--- config.mk ---
export PLATFORM = sky130hd
export DESIGN_NAME = sec_fault_irq_ctrl
export DESIGN_NICKNAME = d
export VERILOG_FILES = /design/src/rtl/sfic_pkg.sv /design/src/rtl/sfic_access_filter.sv /design/src/rtl/sfic_mask_reg.sv /design/src/rtl/sfic_status_bank.sv /design/src/rtl/sec_fault_irq_ctrl.sv
export SDC_FILE = /design/constraint.sdc
export NUM_CORES = 1
export LEC_CHECK = 0
export CAP_MARGIN = 20
export CORE_UTILIZATION = 37
export DETAILED_ROUTE_END_ITERATION = 7
export GPL_TIMING_DRIVEN = 0
export PLACE_DENSITY_LB_ADDON = 0.2
export REMOVE_ABC_BUFFERS = 1
export SLEW_MARGIN = 10
export SYNTH_ARGS = -nofsm -noshare
export SYNTH_HDL_FRONTEND = slang
export SYNTH_SLANG_ARGS = --single-unit
--- constraint.sdc ---
create_clock -name clk -period 1.7 [get_ports clk]
set_input_delay 0.34 -clock clk [delete_from_list [all_inputs] [get_ports clk]]
set_output_delay 0.34 -clock clk [all_outputs]
set_load 0.02 [all_outputs]
--- src/rtl/sfic_pkg.sv ---
`timescale 1ns/1ps
package sfic_pkg;
  localparam int unsigned REG_W  = 32;
  localparam int unsigned LANE_W = 8;
  localparam int unsigned STRB_W = REG_W / LANE_W;

  typedef enum logic [1:0] {
    SEL_MASK   = 2'd0,
    SEL_STATUS = 2'd1,
    SEL_CLEAR  = 2'd2,
    SEL_NONE   = 2'd3
  } reg_sel_e;
endpackage

--- src/rtl/sfic_access_filter.sv ---
`timescale 1ns/1ps
module sfic_access_filter
  import sfic_pkg::*;
#(
  parameter int unsigned ADDR_W = 4
) (
  input  logic              sec_enable,
  input  logic              req_valid,
  input  logic              req_write,
  input  logic [ADDR_W-1:0] req_addr,
  input  logic              req_secure,
  input  logic              req_priv,
  output logic              wr_grant,
  output logic              rd_grant,
  output logic              rd_req,
  output logic              reject,
  output reg_sel_e          sel
);
  localparam int unsigned IDX_W = ADDR_W - 2;

  logic             trusted;
  logic [IDX_W-1:0] word_idx;

  assign trusted  = req_secure & req_priv;
  assign word_idx = req_addr[ADDR_W-1:2];

  always_comb begin
    sel = SEL_NONE;
    if (req_addr[1:0] == 2'b00) begin
      if (word_idx == IDX_W'(0))      sel = SEL_MASK;
      else if (word_idx == IDX_W'(1)) sel = SEL_STATUS;
      else if (word_idx == IDX_W'(2)) sel = SEL_CLEAR;
    end
  end

  assign wr_grant = req_valid & req_write & sec_enable & trusted;
  assign rd_grant = req_valid & ~req_write & sec_enable & trusted;
  assign rd_req   = req_valid & ~req_write;
  assign reject   = req_valid & sec_enable & ~trusted;
endmodule

--- src/rtl/sfic_mask_reg.sv ---
`timescale 1ns/1ps
module sfic_mask_reg
  import sfic_pkg::*;
#(
  parameter int unsigned NUM_SRC = 14
) (
  input  logic               clk,
  input  logic               rst,
  input  logic               sec_enable,
  input  logic               wr_en,
  input  logic [NUM_SRC-1:0] wdata,
  input  logic [STRB_W-1:0]  strb,
  output logic [NUM_SRC-1:0] mask_q
);
  logic [NUM_SRC-1:0] lane_sel;

  for (genvar i = 0; i < NUM_SRC; i++) begin : g_lane
    assign lane_sel[i] = strb[i / LANE_W];
  end

  always_ff @(posedge clk) begin
    if (rst)             mask_q <= {NUM_SRC{sec_enable}};
    else if (!sec_enable) mask_q <= '0;
    else if (wr_en)      mask_q <= (mask_q & ~lane_sel) | (wdata & lane_sel);
  end

  AST_MASK_ZERO_OFF: assert property (@(posedge clk) disable iff (rst)
    !sec_enable |=> (mask_q == '0));
  AST_MASK_HOLD: assert property (@(posedge clk) disable iff (rst)
    (sec_enable && !wr_en) |=> $stable(mask_q));
endmodule

--- src/rtl/sfic_status_bank.sv ---
`timescale 1ns/1ps
module sfic_status_bank #(
  parameter int unsigned NUM_SRC = 14
) (
  input  logic               clk,
  input  logic               rst,
  input  logic [NUM_SRC-1:0] set_i,
  input  logic [NUM_SRC-1:0] clr_i,
  output logic [NUM_SRC-1:0] status_q
);
  for (genvar i = 0; i < NUM_SRC; i++) begin : g_flag
    always_ff @(posedge clk) begin
      if (rst)           status_q[i] <= 1'b0;
      else if (set_i[i]) status_q[i] <= 1'b1;
      else if (clr_i[i]) status_q[i] <= 1'b0;
    end

    AST_FLAG_STICKY: assert property (@(posedge clk) disable iff (rst)
      (status_q[i] && !clr_i[i]) |=> status_q[i]);
    AST_EVENT_WINS: assert property (@(posedge clk) disable iff (rst)
      set_i[i] |=> status_q[i]);
  end
endmodule

--- src/rtl/sec_fault_irq_ctrl.sv ---
`timescale 1ns/1ps
module sec_fault_irq_ctrl
  import sfic_pkg::*;
#(
  parameter int unsigned NUM_SRC  = 14,
  parameter int unsigned ADDR_W   = 4,
  parameter int unsigned SELF_SRC = 0
) (
  input  logic               clk,
  input  logic               rst,
  input  logic               sec_enable,
  input  logic [NUM_SRC-1:0] src_evt,
  input  logic               req_valid,
  input  logic               req_write,
  input  logic [ADDR_W-1:0]  req_addr,
  input  logic [REG_W-1:0]   req_wdata,
  input  logic [STRB_W-1:0]  req_strb,
  input  logic               req_secure,
  input  logic               req_priv,
  output logic               rsp_valid,
  output logic [REG_W-1:0]   rsp_rdata,
  output logic               irq
);
  localparam int unsigned RSV_W = REG_W - NUM_SRC;

  logic               wr_grant, rd_grant, rd_req, reject;
  reg_sel_e           sel;
  logic [NUM_SRC-1:0] mask_q, status_q, set_vec, clr_vec, lane_sel;
  logic [REG_W-1:0]   rd_word;
  logic               unused_wdata_hi;

  assign unused_wdata_hi = ^req_wdata[REG_W-1:NUM_SRC];

  sfic_access_filter #(.ADDR_W(ADDR_W)) u_filter (
    .sec_enable (sec_enable),
    .req_valid  (req_valid),
    .req_write  (req_write),
    .req_addr   (req_addr),
    .req_secure (req_secure),
    .req_priv   (req_priv),
    .wr_grant   (wr_grant),
    .rd_grant   (rd_grant),
    .rd_req     (rd_req),
    .reject     (reject),
    .sel        (sel)
  );

  sfic_mask_reg #(.NUM_SRC(NUM_SRC)) u_mask (
    .clk        (clk),
    .rst        (rst),
    .sec_enable (sec_enable),
    .wr_en      (wr_grant && sel == SEL_MASK),
    .wdata      (req_wdata[NUM_SRC-1:0]),
    .strb       (req_strb),
    .mask_q     (mask_q)
  );

  for (genvar i = 0; i < NUM_SRC; i++) begin : g_clr_lane
    assign lane_sel[i] = req_strb[i / LANE_W];
  end

  assign clr_vec = (wr_grant && sel == SEL_CLEAR) ?
                   (req_wdata[NUM_SRC-1:0] & lane_sel) : '0;
  assign set_vec = src_evt | (NUM_SRC'(reject) << SELF_SRC);

  sfic_status_bank #(.NUM_SRC(NUM_SRC)) u_status (
    .clk      (clk),
    .rst      (rst),
    .set_i    (set_vec),
    .clr_i    (clr_vec),
    .status_q (status_q)
  );

  always_comb begin
    rd_word = '0;
    if (rd_grant) begin
      unique case (sel)
        SEL_MASK:   rd_word = {{RSV_W{1'b1}}, mask_q};
        SEL_STATUS: rd_word = {{RSV_W{1'b0}}, status_q};
        default:    rd_word = '0;
      endcase
    end
  end

  always_ff @(posedge clk) begin
    if (rst) begin
      rsp_valid <= 1'b0;
      rsp_rdata <= '0;
      irq       <= 1'b0;
    end else begin
      rsp_valid <= rd_req;
      rsp_rdata <= rd_word;
      irq       <= |(status_q & mask_q);
    end
  end

  AST_SELF_EVENT: assert property (@(posedge clk) disable iff (rst)
    reject |=> status_q[SELF_SRC]);
  AST_REJECT_READS_ZERO: assert property (@(posedge clk) disable iff (rst)
    (req_valid && !(sec_enable && req_secure && req_priv)) |=> (rsp_rdata == '0));
  AST_IRQ_FOLLOWS: assert property (@(posedge clk) disable iff (rst)
    (|(status_q & mask_q)) |=> irq);
  AST_IRQ_QUIET: assert property (@(posedge clk) disable iff (rst)
    !(|(status_q & mask_q)) |=> !irq);
  AST_RSP_TIMING: assert property (@(posedge clk) disable iff (rst)
    (req_valid && !req_write) |=> rsp_valid);
  AST_RSP_IDLE_ZERO: assert property (@(posedge clk) disable iff (rst)
    !rsp_valid |-> (rsp_rdata == '0));
endmodule

After elaboration in Yosys (flattened, before gate mapping). Index checks and enable logic that the tools add are counted.

Bits in registers: 62. Bits of input ports: 61. Output and inout port bits: 34. Logic and storage cells: 99.

Equality and inequality tests: 5. Multiplexer cells: 37. Bitwise gates (word level): 18. Reduce and logical (&&, ||, !) cells: 21.

Operators with widths (count): $pmux W32 S2 (1); $mux W14 (4); $and A14 B14 Y14 (3); $mux W1 (29); $reduce_bool A2 Y1 (14); $not A14 Y14 (1); $or A14 B1 Y14 (1); $or A14 B14 Y14 (1); $reduce_or A14 Y1 (1); $and A1 B1 Y1 (9); $logic_not A2 Y1 (3); $mux W2 (3); $eq A2 B1 Y1 const B (2); $eq A2 B2 Y1 const B (2); $ne A3 B2 Y1 const B (1); $not A1 Y1 (3); $logic_and A1 B1 Y1 (2); $reduce_or A2 Y1 (1).

Logic depth before layout (Yosys ltp).
Depth in word-level cells: 10. Mapped depth: 4. Gate-level depth less buffers: 3.

By module. From an unflattened synthesis, not the netlist that was laid out.

Cell total of the unflattened synthesis: 195. Area total of the unflattened synthesis: 2165.8 um^2.

Modules (own cells, without submodules): sec_fault_irq_ctrl (times used 1, cells each 81, area an instance 838.3 um^2, seq. area each 340.3 um^2); sfic_mask_reg (times used 1, cells each 48, area an instance 775.7 um^2, seq. area each 420.4 um^2); sfic_status_bank (times used 1, cells each 57, area an instance 501.7 um^2, seq. area each 280.3 um^2); sfic_access_filter (times used 1, cells each 9, area an instance 50.0 um^2, seq. area each 0.0 um^2).

Worst setup path before layout. No wires, ideal clock.

Path kind: input port to flip-flop. Start: input req_addr[3]. End: register u_mask.mask_q[0] (enable). Setup time: 0.361 ns. Arrival: 1.288 ns. Data required time: 1.339 ns. Setup slack: 0.051 ns. Cell stages on the path: 3. Path buffers: 0. Cell sequence: or3_4 nor4_1 or3_1.

Word-level cells in the longest chain between the ends: 8. Elaborated cells between the ends (all ways): 10. Classes of those cells: eq/ne: 3; mux: 4; reduce/logical: 3.

RTL lines: start, declared (line sec_fault_irq_ctrl.sv:15) `input logic [ADDR_W-1:0] req_addr,`; $eq A2 B2 Y1 (line sfic_access_filter.sv:32) `else if (word_idx == IDX_W'(2)) sel = SEL_CLEAR;`; $mux W1 (line sfic_access_filter.sv:32); $mux W2 (line sfic_access_filter.sv:31) `else if (word_idx == IDX_W'(1)) sel = SEL_STATUS;`; $mux W2 * (line sfic_access_filter.sv:30) `if (word_idx == IDX_W'(0)) sel = SEL_MASK;`; $mux W2 * (line sfic_access_filter.sv:29) `if (req_addr[1:0] == 2'b00) begin`; $logic_not A2 Y1 * (line sec_fault_irq_ctrl.sv:52) `.wr_en (wr_grant && sel == SEL_MASK),`; $logic_and A1 B1 Y1 * (line sec_fault_irq_ctrl.sv:52); $ne A3 B2 Y1 (no source line) *; end signal, assigned (line sfic_mask_reg.sv:22) `if (rst) mask_q <= {NUM_SRC{sec_enable}};`; end signal, assigned (line sfic_mask_reg.sv:24) `else if (wr_en) mask_q <= (mask_q & ~lane_sel) | (wdata & lane_sel);`; end, declared (line sfic_mask_reg.sv:13) `output logic [NUM_SRC-1:0] mask_q`.

Mark *: on every way between the ends. The rest lies on a longest branch, timed or not. A chain may end at the register's enable or synchronous reset.

Final worst setup path.
Start: input req_addr[2]. End: register u_mask.mask_q[5] (enable).

The elaborated chain is that of the path after synthesis.

==> metrics <==
TNS Setup 0 ps; Die ar. 5850 sq um; Main synth FF type dfxtp_1; Crit-path slowest cell clkdlybuf4s50_1; FP Rows 26; layout cells sized above 1 0.100; Synth Register Bits 45; post-synthesis sequential area ratio 0.507; Max-slew headroom 0.503; Critical path buffers and inverters 1; CTS sink count 45; Wirelength per Cell 14.5 microns; critical path arrival 1680 ps; minimum clock period ~1700 ps; largest net degree at the start of global routing 33; DR DRC count 0; Worst Setup EP u_mask.mask_q[5]; Mapped Area 2050 sq um; filler-free cell count of the finished design 340; I/O Buffers 74; outcome finished, final reports clean; most frequent cells after synthesis dfxtp_1, a21oi_1, nor2_1, nand2_1, buf_4; beginning of the critical path req_addr[2]; fin nets 330; max-cap viol count 0; CP top delay family simple AND/OR/NAND/NOR gates; most area-consuming cells after synthesis dfxtp_1, edfxtp_1, a21oi_1; clk_skew 5.54 ps; Final Slew Violations 0; HP Class register to register; r2r startpoint u_mask.mask_q[5]; Core Footprint 5240 sq um; first-pass GRT wire length 7980 microns; Stages on worst setup path 4; reg2reg end irq; warnings from Yosys 0; PwrDens 743 nW/um^2; final hold viol count 0; TritonRoute pass-1 iters 4; DP Wirelength 3210 microns; ANT cells 0; Post-Route WL 4910 microns; fraction of registers with async set/reset 0; initial antenna violation count 0; drt via density 5.28; Clock Tree Buf Depth 2; Leak 1.16 nW; Clock Tree Root clkbuf_8; leading area contributor after synthesis dfxtp_1; Clk pin slew, worst setup/hold paths 70 ps; Synth cell types 29; Initial Utilization 0.392; Synth top area share 0.302; FILL cells 498; CP Class input port to register; R2R Setup Slk ~420 ps; syn avg cell area 9.87 sq um; area grow syn2layout 40.3%; Die Y 76.5 microns; CTS tree built; htree depth 2; vias in the first global route 1559; crit-path cells clkdlybuf4s50_1 > nand2b_2 > nor4_4 > or3_4; Max VDD drop 0.387 mV; via count 1795; Die W 76.5 microns; Final Cycle Share 0.987; endpoint class of the critical path register; number of flops mapped to enable cells by yosys 14; Final GP Congestion approximately 0.72; CTS Buf Count 5; total grt overflow 0; most common cell in the netlist dfxtp_1; placed insts approximately 330; crit-path max FO 7; CP Launch Type input port; worst slew pin tran 743 ps; Iter 0 DRT Violations between 100 and 150; Setup violations, final 0; gr usage total 0.174; Cells after Synth ~210; highest clock rate ~600 MHz; Skew-Pair Late Insertion Delay 290 ps; slowest stage delay, CP around 490 ps; Reg2Reg Depth 3; total power ~2.1 mW; Worst EP required roughly 1700 ps; hold_buf cts 0; # IOs 95; antenna viol nets, final 0
==> power by group <==
group / total, mW / switching, mW / internal, mW
Sequential: 1.21 / 0.0426 / 1.17
Combinational: 0.300 / 0.141 / 0.159
Clock: 0.626 / 0.334 / 0.292
Total: 2.14 / 0.517 / 1.62
==> repair_timing <==
action                     CTS  global route
resized for setup           27             6
buffers inserted             5             1
cloned                       0             1
pin swaps                    2             2
setup endpoints to repair   75            28
==> per-layer routing <==
metal | up-vias | GRT usage | share of wire
met5 | - | 0 | 0
met4 | 0 | 0.0519 | 0.0081
met3 | 5 | 0.0503 | 0.072
met2 | 83 | 0.275 | 0.47
met1 | 835 | 0.230 | 0.45
li1 | 872 | - | -
==> worst min path at each step <==
stage                               from            to  slack [ps]  depth (start not counted)
CTS                 u_status.status_q[4]  rsp_rdata[4]         500                          1
floorplan                            rst           irq         410                          1
finish              u_status.status_q[4]  rsp_rdata[4]         500                          1
global route        u_status.status_q[2]  rsp_rdata[2]         530                          1
global placement    u_status.status_q[4]  rsp_rdata[4]         480                          1
detailed placement  u_status.status_q[4]  rsp_rdata[4]         480                          1
==> stage by stage <==
step / instance area, sq um / utilization / hold slack [ps] / setup slack [ps]
after floorplan: 1870 / - / 409 / -1220
after global placement: 2700 / 0.516 / 479 / -1300
after detailed placement: 2720 / 0.519 / 482 / -1350
after CTS: 2840 / 0.543 / 499 / 19.3
after global routing: 2880 / 0.550 / 526 / -17.6
final: 2880 / 0.550 / 497 / 22.4
==> state kept, by name, summed over array words and instances, names as in the netlist <==
signal and flops:
irq 1, u_status.status_q 14, u_mask.mask_q 14, rsp_valid 1
rsp_rdata 15
==> final cells by class <==
| cell class | instances | area (sq um) | area share |
|---|---|---|---|
| clock buffer | 8 | 80.1 | 0.0278 |
| inverter | 3 | 15.0 | 0.00521 |
| multi-input combinational | 133 | 871 | 0.302 |
| sequential | 45 | 1040 | 0.362 |
| tap | 70 | 87.6 | 0.0304 |
| timing repair buffer | 81 | 785 | 0.272 |
==> cells by family after synthesis <==
kind of cell,share of synthesized area
and+or+nand+nor,0.177
AOI/OAI and AO/OA,0.222
DFF,0.507
buffers and inverters,0.0938
==> cells in the final DEF (no fill, tap or decap), types with 5 or more instances in the layout <==
master and n:
clkdlybuf4s50_1 54, dfxtp_1 30, a21oi_1 28, nor2_1 26, nand2_1 19, dlygate4sd2_1 18, a22o_1 16, a311oi_1 14
edfxtp_1 14, nand2b_1 8, clkbuf_8 5, buf_4 5
Note: power is estimated with default switching activity, not from simulation.
